### src/rtl/vri_pkg.sv
package vri_pkg;

    localparam int SPEC_W      = 9;
    localparam int VNUM_W      = SPEC_W - 1;
    localparam int IDX_W       = 8;
    localparam int NUM_OPS     = 4;
    localparam int CFG_W       = 32;
    localparam int MODE_EN_BIT = 27;
    localparam int IDX_LSB     = 0;
    localparam int MASK_LSB    = 12;
    localparam int SUM_W       = (VNUM_W > IDX_W ? VNUM_W : IDX_W) + 1;

    typedef logic [SPEC_W-1:0] spec_t;

    typedef enum logic {
        CFG_MODE  = 1'b0,
        CFG_INDEX = 1'b1
    } cfg_sel_e;

    typedef struct packed {
        logic               en;
        logic [IDX_W-1:0]   idx;
        logic [NUM_OPS-1:0] mask;
    } reloc_cfg_t;

    typedef struct packed {
        logic  forced;
        spec_t spec;
    } op_res_t;

    // Vector registers occupy the upper half of the specifier space.
    function automatic logic is_vreg(spec_t s);
        return s[SPEC_W-1];
    endfunction

    function automatic spec_t vreg_spec(logic [VNUM_W-1:0] n);
        return {1'b1, n};
    endfunction

endpackage

### src/rtl/vri_cfg_regs.sv
module vri_cfg_regs
    import vri_pkg::*;
(
    input  logic             clk,
    input  logic             rst,
    input  logic             we,
    input  logic             sel,
    input  logic [CFG_W-1:0] wdata,
    output reloc_cfg_t       cfg
);

    logic               en_q;
    logic [IDX_W-1:0]   idx_q;
    logic [NUM_OPS-1:0] mask_q;

    always_ff @(posedge clk) begin
        if (rst) begin
            en_q   <= 1'b0;
            idx_q  <= '0;
            mask_q <= '0;
        end else if (we) begin
            if (cfg_sel_e'(sel) == CFG_MODE) begin
                en_q <= wdata[MODE_EN_BIT];
            end else begin
                idx_q  <= wdata[IDX_LSB +: IDX_W];
                mask_q <= wdata[MASK_LSB +: NUM_OPS];
            end
        end
    end

    always_comb begin
        cfg.en   = en_q;
        cfg.idx  = idx_q;
        cfg.mask = mask_q;
    end

endmodule

### src/rtl/vri_operand_map.sv
module vri_operand_map
    import vri_pkg::*;
(
    input  spec_t            spec_in,
    input  logic             apply,
    input  logic [IDX_W-1:0] idx,
    input  logic [SPEC_W-1:0] vreg_count,
    output op_res_t          res
);

    logic [SUM_W-1:0] sum;
    logic             out_of_range;

    always_comb begin
        sum          = SUM_W'(spec_in[VNUM_W-1:0]) + SUM_W'(idx);
        out_of_range = sum >= SUM_W'(vreg_count);
    end

    always_comb begin
        res.forced = 1'b0;
        res.spec   = spec_in;
        if (apply) begin
            if (!is_vreg(spec_in) || out_of_range) begin
                res.forced = 1'b1;
                res.spec   = vreg_spec('0);
            end else begin
                res.spec   = vreg_spec(sum[VNUM_W-1:0]);
            end
        end
    end

endmodule

### src/rtl/vri_out_stage.sv
module vri_out_stage
    import vri_pkg::*;
(
    input  logic               clk,
    input  logic               rst,
    input  logic               in_valid,
    input  op_res_t            res [NUM_OPS],
    output logic               out_valid,
    output spec_t              out_spec [NUM_OPS],
    output logic [NUM_OPS-1:0] out_forced
);

    always_ff @(posedge clk) begin
        if (rst) out_valid <= 1'b0;
        else     out_valid <= in_valid;
    end

    for (genvar k = 0; k < NUM_OPS; k++) begin : g_lane
        always_ff @(posedge clk) begin
            if (rst) begin
                out_spec[k]   <= '0;
                out_forced[k] <= 1'b0;
            end else if (in_valid) begin
                out_spec[k]   <= res[k].spec;
                out_forced[k] <= res[k].forced;
            end
        end
    end

endmodule

### src/rtl/vreg_reloc_unit.sv
module vreg_reloc_unit
    import vri_pkg::*;
(
    input  logic        clk,
    input  logic        rst,
    input  logic        cfg_we,
    input  logic        cfg_sel,
    input  logic [31:0] cfg_wdata,
    input  logic [8:0]  vreg_count,
    input  logic        in_valid,
    input  logic [8:0]  in_src0,
    input  logic [8:0]  in_src1,
    input  logic [8:0]  in_src2,
    input  logic [8:0]  in_dst,
    output logic        out_valid,
    output logic [8:0]  out_src0,
    output logic [8:0]  out_src1,
    output logic [8:0]  out_src2,
    output logic [8:0]  out_dst,
    output logic [3:0]  out_forced
);

    reloc_cfg_t         cfg;
    spec_t              in_spec  [NUM_OPS];
    op_res_t            res      [NUM_OPS];
    spec_t              out_spec [NUM_OPS];
    logic               idx_en;
    logic [NUM_OPS-1:0] idx_mask;

    vri_cfg_regs u_cfg (
        .clk   (clk),
        .rst   (rst),
        .we    (cfg_we),
        .sel   (cfg_sel),
        .wdata (cfg_wdata),
        .cfg   (cfg)
    );

    assign idx_en   = cfg.en;
    assign idx_mask = cfg.mask;

    assign in_spec[0] = in_src0;
    assign in_spec[1] = in_src1;
    assign in_spec[2] = in_src2;
    assign in_spec[3] = in_dst;

    for (genvar k = 0; k < NUM_OPS; k++) begin : g_op
        vri_operand_map u_map (
            .spec_in    (in_spec[k]),
            .apply      (idx_en & idx_mask[k]),
            .idx        (cfg.idx),
            .vreg_count (vreg_count),
            .res        (res[k])
        );
    end

    vri_out_stage u_out (
        .clk        (clk),
        .rst        (rst),
        .in_valid   (in_valid),
        .res        (res),
        .out_valid  (out_valid),
        .out_spec   (out_spec),
        .out_forced (out_forced)
    );

    assign out_src0 = out_spec[0];
    assign out_src1 = out_spec[1];
    assign out_src2 = out_spec[2];
    assign out_dst  = out_spec[3];

endmodule

### config.mk
export PLATFORM = sky130hd
export DESIGN_NAME = vreg_reloc_unit
export DESIGN_NICKNAME = d
export VERILOG_FILES = /design/src/rtl/vri_pkg.sv /design/src/rtl/vri_cfg_regs.sv /design/src/rtl/vri_operand_map.sv /design/src/rtl/vri_out_stage.sv /design/src/rtl/vreg_reloc_unit.sv
export SDC_FILE = /design/constraint.sdc
export NUM_CORES = 1
export LEC_CHECK = 0
export BUFFER_PORTS_ARGS = -buffer_cell sky130_fd_sc_hd__buf_2
export CORE_UTILIZATION = 40
export DETAILED_ROUTE_END_ITERATION = 7
export MAX_ROUTING_LAYER = met4
export PLACE_DENSITY = 0.74
export SLEW_MARGIN = 20
export SYNTH_ARGS = -nofsm -noshare
export SYNTH_HDL_FRONTEND = slang
export SYNTH_SLANG_ARGS = --single-unit
### constraint.sdc
create_clock -name clk -period 9.9 [get_ports clk]
set_input_delay 1.98 -clock clk [delete_from_list [all_inputs] [get_ports clk]]
set_output_delay 1.98 -clock clk [all_outputs]
set_load 0.005 [all_outputs]
; ---- After elaboration in Yosys (flattened, before gate mapping)
; Index checks and enable logic that the tools add are counted.
[totals]
regBits = 54
out_inout_bits = 41
[op_classes]
n_addsub = 4
n_lt_le_gt_ge = 4
mux = 12
bitwise = 5
n_reduce_logical = 10
[op_table]
columns = operator, n
row1 = 10-bit two-way mux, 4
row2 = 8-bit by 8-bit adder with 9-bit output, 4
row3 = 9-bit greater-or-equal comparator, 4
row4 = 8-bit two-way mux, 4
row5 = 1-bit AND, 4
row6 = 1-bit logical NOT, 4
row7 = 1-bit logical OR, 4
row8 = 1-bit two-way mux, 4
row9 = 2-bit AND reduction, 2
row10 = 1-bit NOT, 1

; ---- Depth between registers and ports, before layout
[depth]
depth_word = 5
mapped_depth = 16

; ---- By module
; From an unflattened synthesis, not the netlist that was laid out.
[hier_totals]
hier_cells = 563
area_unflattened_um2 = 4962.3
[modules_own_cells]
columns = module, n_inst, cells_per_inst, area_each_um2
row1 = vri_operand_map at g_op[1].u_map ..., 3, 92, 709.4
row2 = vri_out_stage, 1, 131, 1485.2
row3 = vri_operand_map at g_op[0].u_map, 1, 91, 700.7
row4 = vri_cfg_regs, 1, 61, 623.1
row5 = vreg_reloc_unit, 1, 4, 25.0

; ---- Worst setup path after synthesis
; Ideal clock, no wire load.
[synth_timing]
path_kind = input -> register
start = input in_src0[0]
end = register u_out.out_spec[31] (netlist name)
setup_time_ns = 0.080
t_arrival_ns = 4.680
required_ns = 9.820
setup_slack_ns = 5.140
stages = 13
path_cell_list = ha_1 fa_1 a211oi_1 o21bai_1 a21oi_1 o21bai_1 a21o_1 ha_1 and3_4 a221o_1 a31oi_4 nand3_1 a211oi_2
[synth_between]
elab_chain_len = 5
[synth_lines]
columns = element, line_no
row1 = "start, declared", vreg_reloc_unit.sv:11  ; input logic [8:0] in_src0,
row2 = 8-bit by 8-bit adder with 9-bit output (*), vri_operand_map.sv:15  ; sum = SUM_W'(spec_in[VNUM_W-1:0]) + SUM_W'(idx);
row3 = 9-bit greater-or-equal comparator, vri_operand_map.sv:16  ; out_of_range = sum >= SUM_W'(vreg_count);
row4 = 1-bit logical OR, vri_operand_map.sv:23  ; if (!is_vreg(spec_in) || out_of_range) begin
row5 = 8-bit two-way mux (*), vri_operand_map.sv:23
row6 = 10-bit two-way mux (*), vri_operand_map.sv:22  ; if (apply) begin
row7 = "end signal, assigned by index", vri_out_stage.sv:24  ; out_spec[k] <= res[k].spec;
row8 = "end, declared", vri_out_stage.sv:9  ; output spec_t out_spec [NUM_OPS],
; Mark *: on every way between the ends. The rest lies on a longest branch, timed or not.
; A chain may end at the register's enable or synchronous reset.

; ---- Worst setup path after layout
[layout_timing]
start = input in_dst[0]
end = register u_out.out_spec[2] (netlist name)
[layout_between]
elab_chain_len = 5
[layout_lines]
columns = element, line_no
row1 = "start, declared", vreg_reloc_unit.sv:14  ; input logic [8:0] in_dst,
row2 = 8-bit by 8-bit adder with 9-bit output (*), vri_operand_map.sv:15
row3 = 9-bit greater-or-equal comparator, vri_operand_map.sv:16
row4 = 1-bit logical OR, vri_operand_map.sv:23
row5 = 8-bit two-way mux (*), vri_operand_map.sv:23
row6 = 10-bit two-way mux (*), vri_operand_map.sv:22
; Marked as above.

==> impl_metrics.env <==
export IMPL_status="finished, final reports clean"
export IMPL_drv_cap=0
export IMPL_tightest_slew_ns=0.978
export IMPL_root_buffer="clkbuf_8"
export IMPL_p_sw_uw=192
export IMPL_fp_coreArea_um2=10300
export IMPL_power_leakage_nw=2.34
export IMPL_synth_common_cells="ha_1, a21oi_1, dfxtp_1"
export IMPL_setup_viol=0
export IMPL_finalHoldViolations=0
export IMPL_post_cts_setup_buffers=0
export IMPL_crit_fanout=9
export IMPL_cp_data_required_time_ns=10.13
export IMPL_worstSkewPairLatency_ns=0.32
export IMPL_period_needed_ns=4.93
export IMPL_synth_cell_area_um2=4250
export IMPL_powerDensity_nw_per_um2=116
export IMPL_synth_top_area_share_pct=25.4
export IMPL_crit_path_max_incr_delay_ns=0.43
export IMPL_dp_hpwl_um=9380
export IMPL_antenna_found_initial=0
export IMPL_clk_pin_slew_ns=0.11
export IMPL_first_pass_iters=4
export IMPL_wl_per_cell_um=16.6
export IMPL_die_x_um=105
export IMPL_grt_overflow=0
export IMPL_gp_congestion=0.932
export IMPL_netlist_instances=518
export IMPL_pre_cts_slack_ns=4.72
export IMPL_r2r_start="u_cfg.idx_q[0]"
export IMPL_synth_distinct_cells=47
export IMPL_p_clk_share_pct=26.8
export IMPL_synth_fp_nets=672
export IMPL_nets=762
export IMPL_peakVddDrop_uv=78.0
export IMPL_finClkSkew_ns=0.0147
export IMPL_worstPathArrival_ns=5.16
export IMPL_cp_buffers_inverters=1
export IMPL_drive_above_1_share_pct=20.9
export IMPL_synth_ff_type="dfxtp_1"
export IMPL_insertedDiodeCount=0
export IMPL_drt_iter0_drc=190
export IMPL_h_tree_depth=2
export IMPL_path_cells="buf_2 -> ha_1 -> fa_1 -> a211oi_1 -> o21bai_1 -> a21oi_1 -> xnor2_1 -> ha_1 -> a211oi_1 -> nor2_1 -> nor3b_1 -> o31a_1 -> nand3_1 -> a211oi_1"
export IMPL_initial_utilization_pct=41.2
export IMPL_yosysWarningCount=0
export IMPL_internal_power_uw=385
export IMPL_ys_top_cells_by_area="dfxtp_1, ha_1, a21oi_1"
export IMPL_drc=0
export IMPL_power_frac_comb_pct=31.5
export IMPL_cp_end_kind="flip-flop"
export IMPL_port_buffer_count=103
export IMPL_hold_path_startpoint="u_out.out_forced[3]"
export IMPL_rsz0062_at_grt="false"
export IMPL_rows=37
export IMPL_wl_um=12400
export IMPL_fmax_mhz=203
export IMPL_hold_slack_ns=0.471
export IMPL_async_flop_share_pct=0
export IMPL_ys_seq_elements=54
export IMPL_hold_buffers=0
export IMPL_synth_edf_count=0
export IMPL_synthMostInstantiatedCell="ha_1"
export IMPL_syn_mean_instance_area_um2=8.20
export IMPL_setup_ws_ns=4.97
export IMPL_grt_first_pass_wirelength_um=20200
export IMPL_clk_path_buf_depth=2
export IMPL_slowest_stage="fa_1"
export IMPL_path_common_cell="a211oi_1"
export IMPL_yosys_area_top_type="dfxtp_1"
export IMPL_syn_to_final_growth_pct=17.0
export IMPL_boundaryPins=123
export IMPL_critPathKind="in -> reg"
export IMPL_max_slew_margin_pct=34.8
export IMPL_num_vias=4190
export IMPL_swShare_pct=33.3
export IMPL_grt_pass1_vias=4212
export IMPL_crit_start="in_dst[0]"
export IMPL_cts_buffers=5
export IMPL_dieArea_um2=11000
export IMPL_critical_path_top_delay_family="compound AO/OA/AOI/OAI gates"
export IMPL_cp_start_kind="input port"
export IMPL_finalSetupTns_ns=0
export IMPL_timing_final_crit_share_pct=49.8
export IMPL_hold_path_class="reg -> reg"
export IMPL_grt_max_degree=57
export IMPL_viasPerCell=5.62
export IMPL_drv_slew=0
export IMPL_dieHeight_um=105
export IMPL_cts_repair_resized=0
export IMPL_seqPwrFrac_pct=41.8
export IMPL_synth_seq_area_share_pct=25.4
export IMPL_grt_total_usage_pct=23.6
export IMPL_cts_tree="built"
export IMPL_drtAntennaViolNets=0
export IMPL_clock_sinks=54
worst paths after layout:
path | to | slack, ns | cells past startpoint
hold reg to reg | u_out.out_forced[3] | 0.47 | 2
setup / recovery | u_out.out_spec[2] | 4.97 | 14
hold / removal | u_out.out_forced[3] | 0.47 | 2
setup reg to reg | u_out.out_spec[2] | 6.33 | 13
power groups by stage:
stage               Sequential, mW  Clock [mW]  Combinational (mW)
detailed placement           0.246           0               0.180
floorplan                    0.243           0               0.123
global placement             0.246           0               0.170
CTS                          0.241       0.157               0.181
finish                       0.241       0.155               0.182
global route                 0.243       0.167               0.204
cells in the final DEF (no fill, tap or decap), drive strengths merged, types with 7 or more instances in the layout:
cell type  Yosys  routed
a211oi        34      34
a21o          13      13
a21oi         61      61
a31oi          7       7
buf            4     105
dfxtp         54      54
ha            68      68
inv           19      19
nand2         40      40
nand3         21      21
nand4          7       7
nor2          53      53
nor2b          7       7
nor3          10      10
o21ai         22      22
o21bai         8       8
xnor2         14      14
xor2           8       8
final cells by class:
type / instances / area [µm²]
Clock buffer: 6 / 72.6
Timing Repair Buffer: 105 / 531
Clock inverter: 2 / 37.5
Sequential cell: 54 / 1080
Fill cell: 1013 / 5350
Inverter: 19 / 71.3
Multi-Input combinational cell: 423 / 3010
Tap cell: 136 / 170
worst reg2reg max path: cells and delay by family (launching register included):
kind / cells / cell delay (ns)
XOR/XNOR: 1 / 0.20
AND/OR/NAND/NOR: 3 / 0.45
flip-flops: 1 / 0.40
AO/OA/AOI/OAI: 6 / 1.49
adder cells (fa/ha/maj): 3 / 0.97
state kept, by name, summed over array words and instances (netlist names):
register          count
u_cfg.en_q            1
u_out.out_valid       1
u_cfg.idx_q           8
u_out.out_spec       36
u_out.out_forced      4
u_cfg.mask_q          4
cell families after synthesis:
kind of cell | count (synthesis) | share of synthesized area, %
adder cells (fa/ha/maj) | 72 | 21.9
AO/OA/AOI/OAI | 164 | 25.5
XOR/XNOR | 22 | 4.53
AND/OR/NAND/NOR | 164 | 18.6
buffers and inverters | 41 | 3.80
multiplexers | 1 | 0.236
flip-flops | 54 | 25.4
stage by stage:
step                      cell area [µm²]  cells  utilization (%)  power, mW
after floorplan                      4250    518                -      0.366
after global placement               4860    737             47.1      0.416
after detailed placement             4860    737             47.1      0.426
after CTS                            4970    745             48.1      0.579
after global routing                 4970    745             48.1      0.613
final                                4970    745             48.1      0.578
layer usage:
layer	vias up	part of all wire [%]	global-route usage (%)
li1	2068	-	-
met1	1965	45	28.8
met2	140	48	41.1
met3	17	5.5	2.81
met4	0	1.9	6.54
met5	-	0	-
Note: power is estimated with default switching activity, not from simulation.
